--- src/rtl/uart_intr_pkg.sv ---
package uart_intr_pkg;

    localparam int IER_USED = 3;
    localparam int ID_W     = 4;

    typedef enum logic [ID_W-1:0] {
        IIR_NONE   = 4'b0001,
        IIR_THRE   = 4'b0010,
        IIR_RXDATA = 4'b0100,
        IIR_LINE   = 4'b0110,
        IIR_TMO    = 4'b1100
    } iir_id_e;

    // packed order follows the enable register bit positions (2..0)
    typedef struct packed {
        logic line_en;
        logic tx_en;
        logic rx_en;
    } irq_en_t;

    typedef struct packed {
        logic line_err;
        logic rx_tmo;
        logic rx_data;
        logic thre;
    } irq_src_t;

    function automatic iir_id_e pick_source(irq_en_t en, irq_src_t src);
        if (en.line_en && src.line_err)
            return IIR_LINE;
        if (en.rx_en && src.rx_tmo)
            return IIR_TMO;
        if (en.rx_en && src.rx_data)
            return IIR_RXDATA;
        if (en.tx_en && src.thre)
            return IIR_THRE;
        return IIR_NONE;
    endfunction

endpackage

--- src/rtl/uart_intr_regs.sv ---
module uart_intr_regs
    import uart_intr_pkg::*;
#(
    parameter int ADDR_W   = 3,
    parameter int DATA_W   = 8,
    parameter int THR_ADDR = 0,
    parameter int IER_ADDR = 1,
    parameter int IIR_ADDR = 2
) (
    input  logic              clk,
    input  logic              rst,
    input  logic [ADDR_W-1:0] cpu_addr,
    input  logic              cpu_wr,
    input  logic              cpu_rd,
    input  logic [DATA_W-1:0] cpu_wdata,
    output irq_en_t           ier_q,
    output logic              thr_wr,
    output logic              iir_rd_first,
    output logic              iir_rd_hold
);

    logic ier_wr;
    logic iir_rd;
    logic iir_rd_prev;
    logic unused_wdata_hi;

    assign ier_wr = cpu_wr && (cpu_addr == ADDR_W'(IER_ADDR));
    assign thr_wr = cpu_wr && (cpu_addr == ADDR_W'(THR_ADDR));
    assign iir_rd = cpu_rd && (cpu_addr == ADDR_W'(IIR_ADDR));

    assign iir_rd_first = iir_rd && !iir_rd_prev;
    assign iir_rd_hold  = iir_rd && iir_rd_prev;

    assign unused_wdata_hi = ^cpu_wdata[DATA_W-1:IER_USED];

    always_ff @(posedge clk) begin
        if (rst) begin
            ier_q       <= '0;
            iir_rd_prev <= 1'b0;
        end else begin
            iir_rd_prev <= iir_rd;
            if (ier_wr)
                ier_q <= irq_en_t'(cpu_wdata[IER_USED-1:0]);
        end
    end

    // an enable write lands in the register one edge later
    p_ier_load_r2: assert property (@(posedge clk) disable iff (rst)
        ier_wr |=> (ier_q == $past(cpu_wdata[IER_USED-1:0])));

endmodule

--- src/rtl/uart_thre_track.sv ---
module uart_thre_track (
    input  logic clk,
    input  logic rst,
    input  logic tx_empty,
    input  logic tx_en,
    input  logic thr_wr,
    input  logic iir_rd_first,
    input  logic live_is_thre,
    output logic thre_pend
);

    logic arm;
    logic arm_prev;
    logic set_ev;
    logic clr_ev;

    assign arm    = tx_empty && tx_en;
    assign set_ev = arm && !arm_prev;
    assign clr_ev = thr_wr || (iir_rd_first && live_is_thre);

    always_ff @(posedge clk) begin
        if (rst) begin
            arm_prev  <= 1'b0;
            thre_pend <= 1'b0;
        end else begin
            arm_prev <= arm;
            if (clr_ev)
                thre_pend <= 1'b0;
            else if (set_ev)
                thre_pend <= 1'b1;
        end
    end

    // a holding-register write always drops the pending flag
    p_thre_clr_r6: assert property (@(posedge clk) disable iff (rst)
        thr_wr |=> !thre_pend);

    // an arming edge without a clear raises the flag
    p_thre_set_r6: assert property (@(posedge clk) disable iff (rst)
        (tx_empty && tx_en && !arm_prev && !clr_ev) |=> thre_pend);

endmodule

--- src/rtl/uart_intr_prio.sv ---
module uart_intr_prio
    import uart_intr_pkg::*;
(
    input  irq_en_t  en,
    input  irq_src_t src,
    output iir_id_e  live_id,
    output logic     any_pend
);

    assign live_id  = pick_source(en, src);
    assign any_pend = (live_id != IIR_NONE);

    // the reported code belongs to a source that is enabled and requesting
    always_comb begin
        if (live_id == IIR_LINE)
            p_line_valid_r3: assert (en.line_en && src.line_err);
        if (live_id == IIR_THRE)
            p_thre_lowest_r5: assert (en.tx_en && src.thre &&
                                      !(en.rx_en && (src.rx_data || src.rx_tmo)));
    end

endmodule

--- src/rtl/uart_intr_ctrl.sv ---
module uart_intr_ctrl
    import uart_intr_pkg::*;
#(
    parameter int ADDR_W   = 3,
    parameter int DATA_W   = 8,
    parameter int THR_ADDR = 0,
    parameter int IER_ADDR = 1,
    parameter int IIR_ADDR = 2
) (
    input  logic              clk,
    input  logic              rst,
    input  logic [ADDR_W-1:0] cpu_addr,
    input  logic              cpu_wr,
    input  logic              cpu_rd,
    input  logic [DATA_W-1:0] cpu_wdata,
    input  logic              line_err_req,
    input  logic              rx_data_req,
    input  logic              rx_tmo_req,
    input  logic              tx_empty,
    output logic [DATA_W-1:0] ier_rdata,
    output logic [ID_W-1:0]   iir_id,
    output logic              intr
);

    irq_en_t  ier_q;
    irq_src_t src;
    iir_id_e  live_id;
    logic     any_pend;
    logic     thr_wr;
    logic     iir_rd_first;
    logic     iir_rd_hold;
    logic     thre_pend;
    logic     hold_q;

    uart_intr_regs #(
        .ADDR_W  (ADDR_W),
        .DATA_W  (DATA_W),
        .THR_ADDR(THR_ADDR),
        .IER_ADDR(IER_ADDR),
        .IIR_ADDR(IIR_ADDR)
    ) u_regs (
        .clk         (clk),
        .rst         (rst),
        .cpu_addr    (cpu_addr),
        .cpu_wr      (cpu_wr),
        .cpu_rd      (cpu_rd),
        .cpu_wdata   (cpu_wdata),
        .ier_q       (ier_q),
        .thr_wr      (thr_wr),
        .iir_rd_first(iir_rd_first),
        .iir_rd_hold (iir_rd_hold)
    );

    uart_thre_track u_thre (
        .clk         (clk),
        .rst         (rst),
        .tx_empty    (tx_empty),
        .tx_en       (ier_q.tx_en),
        .thr_wr      (thr_wr),
        .iir_rd_first(iir_rd_first),
        .live_is_thre(live_id == IIR_THRE),
        .thre_pend   (thre_pend)
    );

    always_comb begin
        src.line_err = line_err_req;
        src.rx_tmo   = rx_tmo_req;
        src.rx_data  = rx_data_req;
        src.thre     = thre_pend;
    end

    uart_intr_prio u_prio (
        .en      (ier_q),
        .src     (src),
        .live_id (live_id),
        .any_pend(any_pend)
    );

    assign ier_rdata = DATA_W'(ier_q);

    always_ff @(posedge clk) begin
        if (rst) begin
            iir_id <= IIR_NONE;
            intr   <= 1'b0;
            hold_q <= 1'b0;
        end else begin
            intr   <= any_pend;
            hold_q <= iir_rd_hold;
            if (!iir_rd_hold)
                iir_id <= live_id;
        end
    end

    // an enabled line-status request wins the next code
    p_line_wins_r3: assert property (@(posedge clk) disable iff (rst)
        (ier_q.line_en && line_err_req && !iir_rd_hold) |=> (iir_id == IIR_LINE));

    // polled mode keeps the line quiet
    p_polled_quiet_r7: assert property (@(posedge clk) disable iff (rst)
        (ier_q == '0) |=> !intr);

    // code bit 0 is the inverse of the line unless a read froze the code
    p_bit0_inv_r8: assert property (@(posedge clk) disable iff (rst)
        !hold_q |-> (iir_id[0] == !intr));

    // a held read keeps the captured code
    p_freeze_r9: assert property (@(posedge clk) disable iff (rst)
        iir_rd_hold |=> $stable(iir_id));

endmodule

--- config.mk ---
export PLATFORM = sky130hd
export DESIGN_NAME = uart_intr_ctrl
export DESIGN_NICKNAME = d
export VERILOG_FILES = /design/src/rtl/uart_intr_pkg.sv /design/src/rtl/uart_intr_regs.sv /design/src/rtl/uart_thre_track.sv /design/src/rtl/uart_intr_prio.sv /design/src/rtl/uart_intr_ctrl.sv
export SDC_FILE = /design/constraint.sdc
export NUM_CORES = 1
export LEC_CHECK = 0
export ABC_CLOCK_PERIOD_IN_PS = 2620
export BUFFER_PORTS_ARGS = -buffer_cell sky130_fd_sc_hd__buf_4
export CELL_PAD_IN_SITES_DETAIL_PLACEMENT = 0
export CELL_PAD_IN_SITES_GLOBAL_PLACEMENT = 1
export CORE_MARGIN = 8
export CORE_UTILIZATION = 30
export DETAILED_ROUTE_END_ITERATION = 8
export HOLD_SLACK_MARGIN = 0.05
export PLACE_DENSITY = 0.77
export SLEW_MARGIN = 20
export SYNTH_ARGS = -nofsm -noshare
export SYNTH_HDL_FRONTEND = slang
export SYNTH_SLANG_ARGS = --single-unit
export TNS_END_PERCENT = 50
--- constraint.sdc ---
create_clock -name clk -period 2.62 [get_ports clk]
set_input_delay 0.262 -clock clk [delete_from_list [all_inputs] [get_ports clk]]
set_output_delay 0.262 -clock clk [all_outputs]
set_load 0.02 [all_outputs]
Yosys cells after proc, flatten, opt, wreduce, memory -nomap -nowiden
Cells that the tools add are included.
{"block": "word_totals", "register_bits": 11, "input_bits": 19, "output_inout_bits": 13}
{"block": "op_classes", "n_eq_ne": 4, "mux": 18, "reduce_logical": 17}
{"operator": "two-way mux 4 bit", "n": 8}
{"operator": "logical AND 1 bit", "n": 12}
{"operator": "two-way mux 1 bit", "n": 10}
{"operator": "equality test 4 x 2 -> 1 bit, second input constant", "n": 1}
{"operator": "!= test 4 x 1 -> 1 bit, second input constant", "n": 1}
{"operator": "equality test 3 x 1 -> 1 bit, second input constant", "n": 1}
{"operator": "equality test 3 x 2 -> 1 bit, second input constant", "n": 1}
{"operator": "logical NOT 3 bit", "n": 1}
{"operator": "logical NOT 1 bit", "n": 2}
{"operator": "OR reduction 2 bit", "n": 1}
{"operator": "logical OR 1 bit", "n": 1}

Logic depth before layout (Yosys ltp)
Gate-level depths: netlist of run 1.
{"block": "logic_depth", "depth_word": 16, "depth_mapped": 3, "ltp_nobuf": 3}

Modules after synthesis
A second synthesis of run 1 with hierarchy kept.
{"block": "unflattened", "hier_cells": 57, "area_unflattened_um2": 544.3}
{"module": "uart_intr_ctrl", "instances": 1, "cells_per_inst": 22, "area_each_um2": 220.2}
{"module": "uart_intr_regs", "instances": 1, "cells_per_inst": 20, "area_each_um2": 198.9}
{"module": "uart_thre_track", "instances": 1, "cells_per_inst": 7, "area_each_um2": 76.3}
{"module": "uart_intr_prio", "instances": 1, "cells_per_inst": 8, "area_each_um2": 48.8}

Worst setup path before layout of run 1
OpenSTA, ideal clock, no wires.
{"block": "synth_timing", "path_type": "register to register", "startpoint": "register u_regs.ier_q[2] (netlist name)", "endpoint": "register iir_id[0]", "arrival_time_ns": 0.988, "t_required_ns": 2.498, "path_slack_ns": 1.510, "path_stages_with_launch": 4, "synth_period_minus_slack_ns": 1.110, "path_cell_list": "dfxtp_1 -> and2_1 -> nor2_1 -> a311o_1"}
{"block": "synth_via", "elab_chain_len": 3}
{"item": "logical AND 1 bit", "line": "uart_intr_pkg.sv:29", "text": "if (en.line_en && src.line_err)"}
{"item": "two-way mux 1 bit", "line": "uart_intr_pkg.sv:29"}
{"item": "two-way mux 4 bit", "line": "uart_intr_pkg.sv:31", "text": "if (en.rx_en && src.rx_tmo)"}
{"item": "end signal: assignment", "line": "uart_intr_ctrl.sv:90", "text": "iir_id <= live_id;"}
{"item": "end: declaration", "line": "uart_intr_ctrl.sv:21", "text": "output logic [ID_W-1:0] iir_id,"}
Every way passes these cells.
A chain may end at the register's enable or synchronous reset.

Final worst setup path of run 1
{"block": "layout_timing", "startpoint": "register u_regs.ier_q[2] (netlist name)", "endpoint": "register iir_id[0]"}
{"block": "layout_via", "elab_chain_len": 3}
{"item": "logical AND 1 bit", "line": "uart_intr_pkg.sv:29"}
{"item": "two-way mux 1 bit", "line": "uart_intr_pkg.sv:29"}
{"item": "two-way mux 4 bit", "line": "uart_intr_pkg.sv:31"}
Every way passes these cells.

==> results.toml, run 1 <==
[power]
total_power_uw = 328.6
p_per_area_nw_per_um2 = 483.7
vdd_drop_max_uv = 205.9
power.static_leakage_nw = 0.2850

[sta]
hold_violations = 0
fin_skew_ns = 0.004909
timing.final.max_slew_violations = 0
achievable-frequency_mhz = 914.1
layout_min_cycle_time_ns = 1.094
final.setup.tns_ns = 0
holdWs_ns = 0.2292
setup_repair_after_global_routing_missed_its_margin = "false"
layout_worst_path_cycle_share_pct = 41.75
setup_viol = 0

[die]
core_area_sq_um = 1652
initial_core_utilization_pct = 30.76
placement_rows = 15
die-area_sq_um = 3266
die_width_microns = 57.15
die_height_microns = 57.15
io-pin-count = 32

[synth]
unique_cell_type_count_in_the_yosys_netlist = 26
syn-mean-instance-area_sq_um = 9.585
synthCells = 53
synth_top_cells_by_area = "dfxtp_1 (43%), buf_4 (8.9%), mux2i_1 (5.9%), nor2_1 (4.4%), and4bb_4 (3.2%)"
synth.yosys.warnings = 0
yosys.area.top_type = "dfxtp_1"
synth-seq-area-share_pct = 43.35
postSynthRegisterBits = 11
synth_top_cell_area_share_pct = 43.35
netlist_area_before_placement_sq_um = 508.0

[drt]
wl_per_cell_microns = 13.01
via_per_inst = 4.967
final_antenna_net_count = 0
post-route-drc-count = 0
drt_pass1_iterations = 4
routed_wl_mm = 1.197
vias = 457
number_of_violations_reported_at_the_end_of_detailed_routing_iteration_0 = 6

[layout]
finalNetCount = 95
post_route_non_filler_standard_cell_count = 92
antenna-diode-count = 0
finalCoreUtilization_pct = 41.14
areaGrowthSynthToFinish_pct = 33.74
drive_gt1_share_pct = 38.67

[run]
max_cap_viols = 0

[clock_tree]
root_buffer = "clkbuf_4"
cts.hold.buffers_added = 0
tritoncts = "built"
clockBufferDepth = 2
cts_repair_resize_count = 0
clk_pin_slew_ns = 0.07
tritoncts_num_sinks = 11
htree_levels = 1
number_of_cts_inserted_buffers = 3
post_cts.repair.setup_buffers = 0
clock_latency_ns = 0.27

[global_route]
first_global_vias = 470
grt.busiest_layer = "met2"
met1_usage_pct = 7.918
globalRouteMet3Util_pct = 4.213
antenna_violations_before_repair = 0
met2_usage_pct = 11.01
wire_length_of_the_first_global_routing_pass_mm = 1.959
pin_count_of_the_biggest_net_entering_global_routing = 12
overflow = 0
grt_usage_pct = 7.610

[outcome]
outcome = "finished, final reports clean"

[setup_path]
worst-r2r-setup-slack_ns = 1.53
critPathMaxFanout = 4
worst_setup_path_start_kind = "flip-flop"
arrival_time_at_the_worst_endpoint_ns = 1.25
critical_path_class = "flip-flop to flip-flop"
cp_data_required_time_ns = 2.78
endpoint_kind = "flip-flop"

[hold_path]
min-delay-path-class = "input port to flip-flop"

[place]
placed_wire_length_estimate_microns = 977.9
placed_cells_incl_taps = 88
gp_congestion = 0.7073
port_buffers = 21
[critical path: stages, from the launching register on]
cell and delay, ns:
dfxtp_1 0.36, and2_1 0.20, nor2_1 0.11, a311o_1 0.32
[metal layers]
metal | wire (microns) | vias up | share of wire, %
met5 | 0 | - | 0
met4 | 26 | 0 | 2.2
met3 | 124 | 4 | 10
met2 | 524 | 23 | 44
met1 | 521 | 203 | 44
li1 | - | 227 | -
[kinds of logic after synthesis]
logic type,after synthesis,share of synthesized area [%]
other,1,0.7382
muxes,3,5.912
buffers and inverters,9,11.08
and+or+nand+nor,19,22.91
AOI/OAI and AO/OA,10,16.01
DFF,11,43.35
[flip-flops by register name, indices dropped and copies added, names as in the netlist]
register	count
iir_id	4
u_thre.thre_pend	1
intr	1
u_regs.iir_rd_prev	1
u_thre.arm_prev	1
u_regs.ier_q	3
[layout by cell type (no fill, tap or decap), types with 2 or more instances in the layout]
master    instances
a21oi_1           2
mux2i_1           3
dfxtp_1          11
inv_1             2
clkbuf_4          3
nor2_1            6
conb_1            5
nand2_1           3
nor3_1            2
buf_4            21
[through the flow]
stage / worst slack, ns / area, sq um
after global routing: 1.458 / 679.4
after detailed placement: 1.330 / 653.1
after floorplan: 1.510 / 523.0
final: 1.526 / 679.4
after CTS: 1.493 / 679.4
after global placement: 1.343 / 653.1
[synthesized netlist by cell type, drive strengths merged]
cell type,instances
nand2,4
nor2,6
buf,6
a311o,1
and4bb,2
mux2i,3
o221a,1
a21oi,2
a211o,1
a2111oi,1
and2,1
o21ba,1
nor3,2
nor4b,1
o22ai,1
dfxtp,11
o21a,1
nand4bb,1
and3,1
clkbuf,1
inv,2
nand3,1
conb,1
a211oi,1
[path summary, 6_finish.rpt]
kind | start | end | cells past startpoint
worst max-delay path | u_regs.ier_q[2]$_SDFFE_PP0P_ | iir_id[0]$_SDFFE_PP1N_ | 3
worst min-delay path | cpu_wdata[0] | u_regs.ier_q[0]$_SDFFE_PP0P_ | 3
worst max register to register | u_regs.ier_q[2]$_SDFFE_PP0P_ | iir_id[0]$_SDFFE_PP1N_ | 3
worst min register to register | iir_id[3]$_SDFFE_PP0N_ | iir_id[3]$_SDFFE_PP0N_ | 2
[report_power, final]
group / total, mW / leakage (nW) / internal, mW / switching (mW)
clock: 0.116 / 0.0150 / 0.0589 / 0.0572
combinational: 0.0409 / 0.181 / 0.0205 / 0.0204
sequential: 0.172 / 0.0889 / 0.170 / 0.00191
total: 0.329 / 0.285 / 0.249 / 0.0795
[layout make-up]
type / instances / area, sq um
Sequential cell: 11 / 220.2
Clock buffer: 4 / 26.28
Inverter: 2 / 7.507
Multi-Input combinational cell: 37 / 246.5
Timing Repair Buffer: 21 / 157.7
Tap cell: 17 / 21.27
Fill cell: 173 / 972.2
(Power assumes the default switching activity.)
==> run 2: changes to the inputs <==
Settings changed: ABC_CLOCK_PERIOD_IN_PS 2620 to 1100, CORE_UTILIZATION 30 to 28, PLACE_DENSITY 0.77 to 0.72.
Clock period 2.62 ns to 1.1 ns, I/O delays scaled along.
==> run 2 against run 1 <==
Sequential power grew 140%; global-route usage grew 0.64 points; largest power group unchanged; power is 140% higher; die area rose by 5.1%; combinational power increased to 2.6 times the previous value; register-to-register slack lost 1.5 ns; sequential share of layout area decreased by 1.2 points; critical path depth unchanged.
==> results.toml, run 2 (synthesized netlist as in run 1, its figures left out) <==
[power]
p_per_area_nw_per_um2 = 1089
power.static_leakage_nw = 0.3029
vdd_drop_max_uv = 482.4

[sta]
achievable-frequency_mhz = 960.1
layout_worst_path_cycle_share_pct = 94.69
setup_repair_after_global_routing_missed_its_margin = "false"
final.setup.tns_ns = 0
hold_violations = 0
fin_skew_ns = 0.002812
setup_ws_ns = 0.05841
layout_min_cycle_time_ns = 1.042
timing.final.max_slew_violations = 0
setup_viol = 0

[die]
io-pin-count = 32
die_width_microns = 58.60
placement_rows = 15
initial_core_utilization_pct = 29.74
die_height_microns = 58.60
core_area_sq_um = 1708
die-area_sq_um = 3433

[clock_tree]
tritoncts_num_sinks = 11
root_buffer = "clkbuf_4"
cts.hold.buffers_added = 0
tritoncts = "built"
number_of_cts_inserted_buffers = 3
htree_levels = 1
clk_pin_slew_ns = 0.07
clock_latency_ns = 0.26
clockBufferDepth = 2

[drt]
wl_per_cell_microns = 11.92
number_of_violations_reported_at_the_end_of_detailed_routing_iteration_0 = 6
vias = 454
post-route-drc-count = 0
via_per_inst = 4.408
final_antenna_net_count = 0
drt_pass1_iterations = 2
routed_wl_mm = 1.228

[global_route]
globalRouteMet3Util_pct = 5.000
grt.busiest_layer = "met2"
met1_usage_pct = 9.273
met2_usage_pct = 11.50
wire_length_of_the_first_global_routing_pass_mm = 2.166
overflow = 0
grt_usage_pct = 8.248
antenna_violations_before_repair = 0
first_global_vias = 492
pin_count_of_the_biggest_net_entering_global_routing = 12

[layout]
antenna-diode-count = 0
areaGrowthSynthToFinish_pct = 41.38
largest_reg_flops = 4
biggestRegsByFlops = "iir_id x4, u_regs.ier_q x3"
register_with_the_highest_flop_count = "iir_id"
layout_commonest_cell = "buf_4"
layout.filler_cells = 178
final_cell_mix = "buf_4 (24), dfxtp_1 (8), nor2_1 (6)"
drive_gt1_share_pct = 46.15
post_route_non_filler_standard_cell_count = 103
layout.cell_area.non_filler_sq_um = 718.2
finalNetCount = 98

[place]
gp_congestion = 0.7339
placed_wire_length_estimate_microns = 997.5
dp_worst_setup_slack_ns = -0.02511
placement.cell_area_sq_um = 688.2
placed_cells_incl_taps = 99
port_buffers = 21

[setup_path]
critPathMaxFanout = 3
cp_data_required_time_ns = 1.25
critical_path_class = "flip-flop to flip-flop"
critical_path.max_stage_delay_ns = 0.34
endpoint_kind = "flip-flop"
crit_path_cell_chain = "nand2_1 > o21ba_2 > a2111oi_1"
crit_buf_inv = 0
largest_delay_share_family_worst_path = "compound AO/OA/AOI/OAI gates"
arrival_time_at_the_worst_endpoint_ns = 1.20
critPathSlowestCell = "dfxtp_2"
worst_setup_path_start_kind = "flip-flop"

[run]
max_cap_viols = 0

[hold_path]
min-delay-path-class = "input port to flip-flop"

[outcome]
outcome = "finished, final reports clean"
[run 2: final timing paths]
kind,to,depth (start not counted),from,slack [ns]
min reg2reg,iir_id[3]$_SDFFE_PP0N_,2,iir_id[3]$_SDFFE_PP0N_,0.47
min,u_regs.ier_q[1]$_SDFFE_PP0P_,3,cpu_wdata[1],0.09
max,u_thre.thre_pend$_SDFFE_PP0P_,3,u_regs.ier_q[1]$_SDFFE_PP0P_,0.06
max reg2reg,u_thre.thre_pend$_SDFFE_PP0P_,3,u_regs.ier_q[1]$_SDFFE_PP0P_,0.06
[run 2: area by class of cell]
| type | count | area [sq um] | share of cell area (%) |
|---|---|---|---|
| flip-flops and latches | 11 | 224.0 | 31.18 |
| multi-input cells | 37 | 249.0 | 34.67 |
| inverters | 2 | 7.507 | 1.045 |
| well taps | 25 | 31.28 | 4.355 |
| repair buffers | 24 | 180.2 | 25.09 |
| clock buffers | 4 | 26.28 | 3.659 |
[run 2: repair_timing]
action / 4_1_cts / 5_1_grt
resized for setup: 0 / 2
setup endpoints to repair: 0 / 2
buffers inserted: 0 / 0
[run 2: where the power goes]
group          internal (mW)  switching [mW]
Sequential             0.405         0.00443
Combinational         0.0545          0.0501
Clock                  0.140           0.129
[run 2: through the flow]
step / hold WS, ns / utilization [%] / power (mW)
global placement: 0.3424 / 40.29 / 0.5204
CTS: 0.07906 / 41.83 / 0.7931
floorplan: 0.1921 / - / 0.4784
global route: 0.06790 / 42.05 / 0.8303
detailed placement: 0.3586 / 40.29 / 0.5224
finish: 0.08532 / 42.05 / 0.7821
[run 2: per-layer routing]
metal / wire length (microns) / part of all wire (%)
met2: 496 / 40
met1: 558 / 45
met5: 0 / 0
met4: 9 / 0.73
met3: 164 / 13
[run 2: tightest hold or removal path: stages]
cell and delay (ns):
buf_4 0.08, mux2i_1 0.05, nor2_1 0.07
==> run 3: changes to the inputs <==
Settings changed: CAP_MARGIN set to 30, CORE_MARGIN 8 to 1.5.
==> run 3 against run 2 <==
Sequential power about the same; register-to-register slack about the same; hold slack got worse by 0.0093 ns; sequential share of layout area decreased by 1.2 points; via count increased by 1.8%; global-route usage increased by 4.2 points; clock skew decreased by 0.0019 ns; power increased by 0.66%; non-clock buffer count increased by 2.
==> results.toml, run 3 (synthesized netlist as in run 1, its figures left out) <==
[global_route]
pin_count_of_the_biggest_net_entering_global_routing = 12
antenna_violations_before_repair = 0
first_global_vias = 441
wire_length_of_the_first_global_routing_pass_mm = 1.821
overflow = 0
grt_usage_pct = 12.49

[power]
p_int_uw = 600.5
power_switching_share_pct = 23.72
p_clk_share_pct = 34.4
vdd_drop_max_uv = 771.5
combPwrFrac_pct = 13.7
p_per_area_nw_per_um2 = 1054
p_sw_uw = 186.7
power.static_leakage_nw = 0.3170
sequentialPowerShare_pct = 51.9

[drt]
final_antenna_net_count = 0
routed_wl_mm = 1.106
via_per_inst = 4.400
wl_per_cell_microns = 10.53
post-route-drc-count = 0
number_of_violations_reported_at_the_end_of_detailed_routing_iteration_0 = 4
drt_pass1_iterations = 3
vias = 462

[sta]
fin_skew_ns = 0.0008678
hold_violations = 0
setup_viol = 0
layout_min_cycle_time_ns = 1.042
timing.final.max_slew_violations = 0
layout_worst_path_cycle_share_pct = 94.75
achievable-frequency_mhz = 959.5
setup_ws_ns = 0.05780
setup_repair_after_global_routing_missed_its_margin = "false"

[place]
placed_cells_incl_taps = 99
placed_wire_length_estimate_microns = 844.2
port_buffers = 21
gp_congestion = 0.6488
dp_worst_setup_slack_ns = -0.004398

[setup_path]
crit_path_cell_chain = "o21a_1 > buf_4 > o22ai_2 > o221a_2"
critical_path_class = "flip-flop to flip-flop"
worst_r2r_path_depth = 4
critical_path.max_stage_delay_ns = 0.34
arrival_time_at_the_worst_endpoint_ns = 1.20
critPathMaxFanout = 3
worst_setup_path_start_kind = "flip-flop"
critPathSlowestCell = "dfxtp_2"
endpoint_kind = "flip-flop"
cp_data_required_time_ns = 1.26

[die]
initial_core_utilization_pct = 29.74
placement_rows = 15
die_width_microns = 45.60
die_height_microns = 45.60
io-pin-count = 32
core_area_sq_um = 1708
die-area_sq_um = 2079

[clock_tree]
number_of_cts_inserted_buffers = 3
tritoncts = "built"
root_buffer = "clkbuf_4"
clk_pin_slew_ns = 0.07
tritoncts_num_sinks = 11
htree_levels = 1
clockBufferDepth = 2
clock_latency_ns = 0.26

[layout]
largest_reg_flops = 4
finalNetCount = 100
antenna-diode-count = 0
post_route_non_filler_standard_cell_count = 105
final_cell_mix = "buf_4 (26), dfxtp_1 (8), nor2_1 (5), conb_1 (5)"
drive_gt1_share_pct = 51.25
register_with_the_highest_flop_count = "iir_id"
layout.filler_cells = 182
layout_commonest_cell = "buf_4"
multi_input_comb_area_sq_um = 262.8
biggestRegsByFlops = "iir_id x4, u_regs.ier_q x3"
seq_area_sq_um = 224.0
areaGrowthSynthToFinish_pct = 47.04

[outcome]
outcome = "finished, final reports clean"

[run]
max_cap_viols = 0

[hold_path]
worst_hold_path.num_cells = 3
min-delay-path-class = "input port to flip-flop"
## run 3: layer usage
layer / global-route usage [%] / up-vias / part of all wire (%)
met5: 0 / - / 0
met3: 6.349 / 0 / 9.9
met4: 3.529 / 0 / 0
li1: - / 234 / -
met1: 15.50 / 206 / 44
met2: 18.87 / 22 / 46
## run 3: per-stage QoR
stage / util, % / TNS (ns) / hold WS (ns) / total power [mW] / cell area (sq um)
final: 43.74 / 0 / 0.07601 / 0.7873 / 747.0
after global routing: 43.74 / 0 / 0.06570 / 0.8332 / 747.0
after CTS: 41.83 / 0 / 0.06739 / 0.7975 / 714.4
after detailed placement: 40.29 / -0.004398 / 0.3535 / 0.5203 / 688.2
after global placement: 40.29 / -0.005162 / 0.3443 / 0.5191 / 688.2
after floorplan: - / 0 / 0.1921 / 0.4784 / 525.5
## run 3: layout make-up
cell class | instances | area share [%]
multi-input cells | 37 | 35.18
flip-flops and latches | 11 | 29.98
repair buffers | 26 | 26.13
well taps | 25 | 4.188
clock buffers | 4 | 3.518
inverters | 2 | 1.005
## run 3: power groups by stage
stage                     registers (mW)  logic, mW  clock network (mW)
after global placement             0.418      0.101                   0
final                              0.409      0.108               0.271
after detailed placement           0.418      0.102                   0
after floorplan                    0.422     0.0561                   0
after global routing               0.410      0.117               0.307
after CTS                          0.409      0.102               0.286
## run 3: critical path: cells and delay by family, from the launching register on
family	cells	cell delay, ns
AOI/OAI and AO/OA	3	0.47
buffers and inverters	1	0.13
DFF	1	0.34
## run 3: worst paths after layout
check / endpoint / startpoint / slack (ns)
setup reg to reg: iir_id[1]$_SDFFE_PP0N_ / u_regs.ier_q[0]$_SDFFE_PP0P_ / 0.06
hold / removal: u_regs.ier_q[2]$_SDFFE_PP0P_ / cpu_wdata[2] / 0.08
setup / recovery: iir_id[1]$_SDFFE_PP0N_ / u_regs.ier_q[0]$_SDFFE_PP0P_ / 0.06
hold reg to reg: iir_id[3]$_SDFFE_PP0N_ / iir_id[3]$_SDFFE_PP0N_ / 0.47
## run 3: repair_timing
item / in CTS / in global routing
resized for setup: 0 / 5
endpoints found under the setup margin: 0 / 2
hold buffers: 0 / 0
endpoints found under the hold margin: 0 / 0
setup buffers: 0 / 2
